File: config.mk
export PLATFORM = sky130hd
export DESIGN_NAME = por_seq_ctrl
export DESIGN_NICKNAME = d
export VERILOG_FILES = /design/src/rtl/por_seq_pkg.sv /design/src/rtl/por_seq_fsm.sv /design/src/rtl/por_seq_loader.sv /design/src/rtl/por_seq_regs.sv /design/src/rtl/por_seq_ctrl.sv
export SDC_FILE = /design/constraint.sdc
export NUM_CORES = 1
export LEC_CHECK = 0
export CORE_ASPECT_RATIO = 0.9
export CORE_UTILIZATION = 56
export CTS_CLUSTER_SIZE = 28
export DETAILED_ROUTE_END_ITERATION = 8
export DONT_BUFFER_PORTS = 1
export PLACE_DENSITY = 0.74
export SYNTH_ARGS = -nofsm -noshare
export SYNTH_HDL_FRONTEND = slang
export SYNTH_SLANG_ARGS = --single-unit
File: constraint.sdc
create_clock -name clk -period 1.8 [get_ports clk]
set_input_delay 0.27 -clock clk [delete_from_list [all_inputs] [get_ports clk]]
set_output_delay 0.27 -clock clk [all_outputs]
set_load 0.01 [all_outputs]
File: src/rtl/por_seq_pkg.sv
package por_seq_pkg;

    typedef enum logic [6:0] {
        ST_IDLE    = 7'b0000001,
        ST_ARMED   = 7'b0000010,
        ST_SETTLE  = 7'b0000100,
        ST_LOAD    = 7'b0001000,
        ST_OSC_OFF = 7'b0010000,
        ST_OUT_ON  = 7'b0100000,
        ST_DONE    = 7'b1000000
    } por_state_e;

    localparam logic [1:0] MODE_ZERO = 2'b00;
    localparam logic [1:0] MODE_MID  = 2'b01;
    localparam logic [1:0] MODE_NV   = 2'b10;

endpackage

File: src/rtl/por_seq_fsm.sv
module por_seq_fsm
    import por_seq_pkg::*;
#(
    parameter int NUM_WORDS  = 16,
    parameter int SETTLE_CYC = 1024,
    localparam int ADDR_W = $clog2(NUM_WORDS),
    localparam int LC_W   = $clog2(NUM_WORDS + 1),
    localparam int SC_W   = $clog2(SETTLE_CYC + 1)
) (
    input  logic              clk,
    input  logic              lvl_low_ok,
    input  logic              lvl_op_ok,
    output por_state_e        state_q,
    output logic [LC_W-1:0]   ld_cnt_q,
    output logic [ADDR_W-1:0] nv_addr,
    output logic              cap_en,
    output logic              commit_en,
    output logic              osc_en,
    output logic              nv_wr_latch_clr,
    output logic              out_enable,
    output logic              por_done
);

    por_state_e      state_d;
    logic [SC_W-1:0] sc_q, sc_d;
    logic [LC_W-1:0] lc_d;

    // next-state decode
    always_comb begin
        state_d = state_q;
        sc_d    = '0;
        lc_d    = '0;
        unique case (state_q)
            ST_IDLE:  state_d = ST_ARMED;
            ST_ARMED: if (lvl_op_ok) state_d = ST_SETTLE;
            ST_SETTLE: begin
                if (!lvl_op_ok)
                    state_d = ST_ARMED;
                else if (sc_q == SC_W'(SETTLE_CYC - 1))
                    state_d = ST_LOAD;
                else
                    sc_d = sc_q + SC_W'(1);
            end
            ST_LOAD: begin
                if (!lvl_op_ok)
                    state_d = ST_ARMED;
                else if (ld_cnt_q == LC_W'(NUM_WORDS))
                    state_d = ST_OSC_OFF;
                else
                    lc_d = ld_cnt_q + LC_W'(1);
            end
            ST_OSC_OFF: state_d = lvl_op_ok ? ST_OUT_ON : ST_ARMED;
            ST_OUT_ON:  state_d = lvl_op_ok ? ST_DONE : ST_ARMED;
            ST_DONE:    if (!lvl_op_ok) state_d = ST_ARMED;
            default:    state_d = ST_IDLE;
        endcase
        if (!lvl_low_ok) begin
            state_d = ST_IDLE;
            sc_d    = '0;
            lc_d    = '0;
        end
    end

    // state register
    always_ff @(posedge clk) begin
        state_q  <= state_d;
        sc_q     <= sc_d;
        ld_cnt_q <= lc_d;
    end

    // outputs
    always_comb begin
        osc_en          = 1'b0;
        nv_wr_latch_clr = 1'b0;
        out_enable      = 1'b0;
        por_done        = 1'b0;
        cap_en          = 1'b0;
        commit_en       = 1'b0;
        nv_addr         = '0;
        unique case (state_q)
            ST_IDLE, ST_ARMED, ST_SETTLE: nv_wr_latch_clr = 1'b1;
            ST_LOAD: begin
                osc_en = 1'b1;
                cap_en = 1'b1;
                if (ld_cnt_q < LC_W'(NUM_WORDS))
                    nv_addr = ld_cnt_q[ADDR_W-1:0];
            end
            ST_OSC_OFF: commit_en = lvl_op_ok & lvl_low_ok;
            ST_OUT_ON:  out_enable = 1'b1;
            ST_DONE: begin
                out_enable = 1'b1;
                por_done   = 1'b1;
            end
            default: nv_wr_latch_clr = 1'b1;
        endcase
    end

endmodule

File: src/rtl/por_seq_loader.sv
module por_seq_loader #(
    parameter int DATA_W    = 8,
    parameter int NUM_WORDS = 16,
    localparam int LC_W = $clog2(NUM_WORDS + 1)
) (
    input  logic                        clk,
    input  logic                        cap_en,
    input  logic [LC_W-1:0]             ld_cnt,
    input  logic [DATA_W-1:0]           nv_rdata,
    output logic [NUM_WORDS*DATA_W-1:0] shadow_flat
);

    // data for address k returns while the count reads k+1
    for (genvar i = 0; i < NUM_WORDS; i++) begin : g_word
        always_ff @(posedge clk) begin
            if (cap_en && ld_cnt == LC_W'(i + 1))
                shadow_flat[i*DATA_W +: DATA_W] <= nv_rdata;
        end
    end

endmodule

File: src/rtl/por_seq_regs.sv
module por_seq_regs
    import por_seq_pkg::*;
#(
    parameter int DATA_W    = 8,
    parameter int NUM_WORDS = 16,
    localparam int ADDR_W = $clog2(NUM_WORDS)
) (
    input  logic                        clk,
    input  logic                        clr,
    input  logic                        commit_en,
    input  logic [1:0]                  start_mode,
    input  logic [NUM_WORDS*DATA_W-1:0] shadow_flat,
    input  logic                        wr_en,
    input  logic [ADDR_W-1:0]           wr_addr,
    input  logic [DATA_W-1:0]           wr_data,
    output logic [NUM_WORDS*DATA_W-1:0] regs_flat
);

    localparam logic [DATA_W-1:0] MID_CODE = DATA_W'(1) << (DATA_W - 1);

    for (genvar i = 0; i < NUM_WORDS; i++) begin : g_word
        logic [DATA_W-1:0] start_val;

        always_comb begin
            unique case (start_mode)
                MODE_MID: start_val = MID_CODE;
                MODE_NV:  start_val = shadow_flat[i*DATA_W +: DATA_W];
                default:  start_val = '0;
            endcase
        end

        always_ff @(posedge clk) begin
            if (clr)
                regs_flat[i*DATA_W +: DATA_W] <= '0;
            else if (commit_en)
                regs_flat[i*DATA_W +: DATA_W] <= start_val;
            else if (wr_en && wr_addr == ADDR_W'(i))
                regs_flat[i*DATA_W +: DATA_W] <= wr_data;
        end
    end

endmodule

File: src/rtl/por_seq_ctrl.sv
module por_seq_ctrl
    import por_seq_pkg::*;
#(
    parameter int DATA_W     = 8,
    parameter int NUM_WORDS  = 16,
    parameter int SETTLE_CYC = 1024,
    localparam int ADDR_W = $clog2(NUM_WORDS)
) (
    input  logic                        clk,
    input  logic                        lvl_low_ok,
    input  logic                        lvl_op_ok,
    input  logic [1:0]                  start_mode,
    input  logic                        host_wr_en,
    input  logic [ADDR_W-1:0]           host_wr_addr,
    input  logic [DATA_W-1:0]           host_wr_data,
    output logic [ADDR_W-1:0]           nv_addr,
    input  logic [DATA_W-1:0]           nv_rdata,
    output logic                        osc_en,
    output logic                        nv_wr_latch_clr,
    output logic                        out_enable,
    output logic                        por_done,
    output logic [NUM_WORDS*DATA_W-1:0] vol_regs
);

    localparam int LC_W = $clog2(NUM_WORDS + 1);

    por_state_e                  state_q;
    logic [LC_W-1:0]             ld_cnt;
    logic                        cap_en;
    logic                        commit_en;
    logic [NUM_WORDS*DATA_W-1:0] shadow_flat;

    por_seq_fsm #(
        .NUM_WORDS (NUM_WORDS),
        .SETTLE_CYC(SETTLE_CYC)
    ) u_fsm (
        .clk            (clk),
        .lvl_low_ok     (lvl_low_ok),
        .lvl_op_ok      (lvl_op_ok),
        .state_q        (state_q),
        .ld_cnt_q       (ld_cnt),
        .nv_addr        (nv_addr),
        .cap_en         (cap_en),
        .commit_en      (commit_en),
        .osc_en         (osc_en),
        .nv_wr_latch_clr(nv_wr_latch_clr),
        .out_enable     (out_enable),
        .por_done       (por_done)
    );

    por_seq_loader #(
        .DATA_W   (DATA_W),
        .NUM_WORDS(NUM_WORDS)
    ) u_loader (
        .clk        (clk),
        .cap_en     (cap_en),
        .ld_cnt     (ld_cnt),
        .nv_rdata   (nv_rdata),
        .shadow_flat(shadow_flat)
    );

    por_seq_regs #(
        .DATA_W   (DATA_W),
        .NUM_WORDS(NUM_WORDS)
    ) u_regs (
        .clk        (clk),
        .clr        (!lvl_low_ok),
        .commit_en  (commit_en),
        .start_mode (start_mode),
        .shadow_flat(shadow_flat),
        .wr_en      (host_wr_en & por_done),
        .wr_addr    (host_wr_addr),
        .wr_data    (host_wr_data),
        .regs_flat  (vol_regs)
    );

endmodule

==> run_results.csv <==
group,metric,value,unit
worst_setup_path,worst_ep_arrival_time,1.94,ns
clocking,cts-buffers-inserted,28,
worst_setup_path,cp_max_fo,4,
grt,first_global_vias,7536,
worst_setup_path,cp-start-kind,"flip-flop",
worst_setup_path,reg2reg_depth,7,
final_layout,drive_gt1_share,25.9,%
logic_synthesis,ys_warn_count,0,
worst_setup_path,worst_path_largest_cell_delay,0.39,ns
grt,grt_overflow,0,
grt,grt_pass1_wl,46.1,mm
logic_synthesis,synth_top_area_share,35.7,%
logic_synthesis,syn_inst,920,
timing,finalSetupViolCount,220,
worst_setup_path,critPathKind,"flip-flop to output pin",
logic_synthesis,synth-seq-area-share,63.8,%
power_and_ir_drop,p_leak,5.74,nW
clocking,clkLatencyLatePin,0.57,ns
worst_setup_path,cp-end-kind,"output pin",
timing,holdWs,0.00678,ns
die,fp.dieH,134,um
logic_synthesis,ys_types,44,
logic_synthesis,yosys-top-cells-count,"151 x dfxtp_1, 128 x edfxtp_1, 101 x nand2_1",
final_layout,n_antenna_cell,0,
final_layout,fillers,1047,
power_and_ir_drop,ir_drop,0.000758,V
routing,drt_wl_total,38.1,mm
die,start_util,57.9,%
timing,postLayoutSetupSlackWorst,-0.406,ns
die,core_area,0.0186,sq mm
timing,drv_slew,30,
final_layout,nets,1095,
timing,fin_tns_setup,-33.37,ns
run,drv_cap,1,
routing,drtPass1Iterations,6,
status,failed_checks,"capacitance limit, slew limit, setup timing",
clocking,max-clock-path-buffers,3,
clocking,clk_pin_slew,0.07,ns
final_layout,area_growth,30.7,%
worst_setup_path,critPathRequiredTime,1.53,ns
clocking,clock-sinks,279,
power_and_ir_drop,power_density,964,mW/mm^2
timing,post-route-min-period,2.21,ns
timing,finalHoldViolCount,0,
final_layout,final_util,75.7,%
clocking,cts_tree,"built",
worst_hold_path,hold_class,"input pin to flip-flop",
logic_synthesis,syn_avg_cell_area,11.7,sq um
routing,wl_per_cell,28.7,um
logic_synthesis,ys_async_sr_fraction,0,%
timing,clock.fmax,453,MHz
timing,maxSlewHeadroom,-2.91,%
timing,rsz0062_at_grt,"true",
status,status,"complete, but fails checks",
clocking,cts_root_buf,"clkbuf_16",
routing,vias,8905,
logic_synthesis,synth_most_common_cell,"dfxtp_1",
die,fp.dieW,148,um
routing,post-route-drc-count,0,
grt,grt_use_total,31.4,%
routing,viasPerCell,6.71,
logic_synthesis,ys.flop_type,"dfxtp_1",
timing,worstMarginPinSlew,1.54,ns
place,dp.final_hpwl,18.7,mm
grt,antenna_found_initial,0,
timing,finalCritPeriodShare,123,%
worst_setup_path,critPathLaunch,"u_fsm.state_q[3]",
worst_setup_path,critPathSlowestCell,"dfxtp_2",
die,fp-row-count,47,
logic_synthesis,synth.ff_latch_count,279,
worst_hold_path,min_from,"host_wr_data[2]",
routing,ant_nets,0,
die,ios,162,
clocking,cts_max_level,1,
place,portBuffers,0,
place,place_congestion,0.879,
worst_hold_path,whs_path_depth,2,
routing,drtIter0Drc,1210,
timing,clock_skew,0.0304,ns
worst_setup_path,path_cells,"nor2b_2, nand3_2, buf_6, nor3_4, buf_6",
worst_setup_path,r2r_start,"u_fsm.state_q[3]",
logic_synthesis,synth_nets,954,
logic_synthesis,synth.area.top_cells,"edfxtp_1 36%, dfxtp_1 28%, mux2i_1 7.8%, o21ai_0 4.6%, nand2_1 3.5%",
logic_synthesis,synth_edf_count,128,
worst_setup_path,crit_top_cell,"buf_6",
grt,grt_max_degree,36,
die,die-area,0.0198,sq mm
logic_synthesis,synth_area,0.0108,sq mm
logic_synthesis,synth.largest_area_cell,"edfxtp_1",
## registers in the layout, summed over array words and instances (netlist names)
register and flops:
u_loader.shadow_flat 128, u_regs.regs_flat 128, u_fsm.sc_q 11, u_fsm.state_q 7
u_fsm.ld_cnt_q 5
## worst max-delay path: cells and delay by family (launching register included)
family	cells	cell delay (ns)
buffers and inverters	2	0.33
flip-flops	1	0.39
AND/OR/NAND/NOR	3	0.66
## metrics by stage
| step | instance area, sq um | power (mW) | cells | setup slack, ns |
|---|---|---|---|---|
| floorplan | 10800 | 7.05 | 920 | -0.0291 |
| global placement | 11600 | 7.16 | 1186 | -0.0341 |
| detailed placement | 11600 | 7.17 | 1186 | -0.0813 |
| CTS | 13000 | 13.3 | 1269 | -0.217 |
| global route | 14100 | 13.8 | 1328 | -0.406 |
| finish | 14100 | 13.6 | 1328 | -0.406 |
## power breakdown
part / internal (mW) / switching [mW] / total, mW
Clock: 3.56 / 2.56 / 6.12
Combinational: 0.314 / 0.487 / 0.802
Sequential: 6.63 / 0.0144 / 6.64
## placed cells by master, fill, tap and decap left out, types with 12 or more instances in the layout
master,count
o21ai_1,38
a22oi_1,12
nand2_4,13
a211oi_1,26
dlygate4sd3_1,27
a21oi_1,28
a22oi_2,21
clkbuf_16,41
o21ai_0,61
dfxtp_1,143
nand2_1,89
buf_6,30
nor2_1,61
edfxtp_1,128
buf_4,85
mux2i_1,84
## path summary, 6_finish.rpt
path,end,slack (ns)
worst max register to register,u_regs.regs_flat[87],-0.30
worst max-delay path,nv_addr[1],-0.41
worst min-delay path,u_regs.regs_flat[98],0.007
worst min register to register,u_regs.regs_flat[6],0.45
## kinds of logic after synthesis
family / after synthesis / synth area share (%)
multiplexers: 84 / 7.81
buffers and inverters: 75 / 3.09
XOR/XNOR: 13 / 1.06
adder cells (fa/ha/maj): 8 / 0.930
AND/OR/NAND/NOR: 251 / 11.8
flip-flops: 279 / 63.8
AO/OA/AOI/OAI: 210 / 11.6
## final cells by class
type                    instances  area, sq um  area share (%)
flip-flops and latches        279         6880            48.9
multi-input cells             571         4040            28.7
repair buffers                168         1830            13.0
clock buffers                  38          758            5.39
well taps                     245          307            2.18
clock inverters                14          205            1.46
inverters                      13         48.8           0.347
## timing repair
item,4_1_cts,5_1_grt
cloned,1,25
pin swaps,8,24
hold endpoints to repair,248,15
setup endpoints to repair,59,213
setup buffers,10,28
gates resized for setup,41,129
hold buffers,22,6
## layer usage
layer	global-route usage (%)	vias up	wire, um
met5	0	-	0
met4	10.4	0	2140
met3	9.73	186	5120
met2	49.1	783	17100
met1	41.5	4278	13800
li1	-	3658	-
No activity file was read; power rests on OpenSTA's default activity.
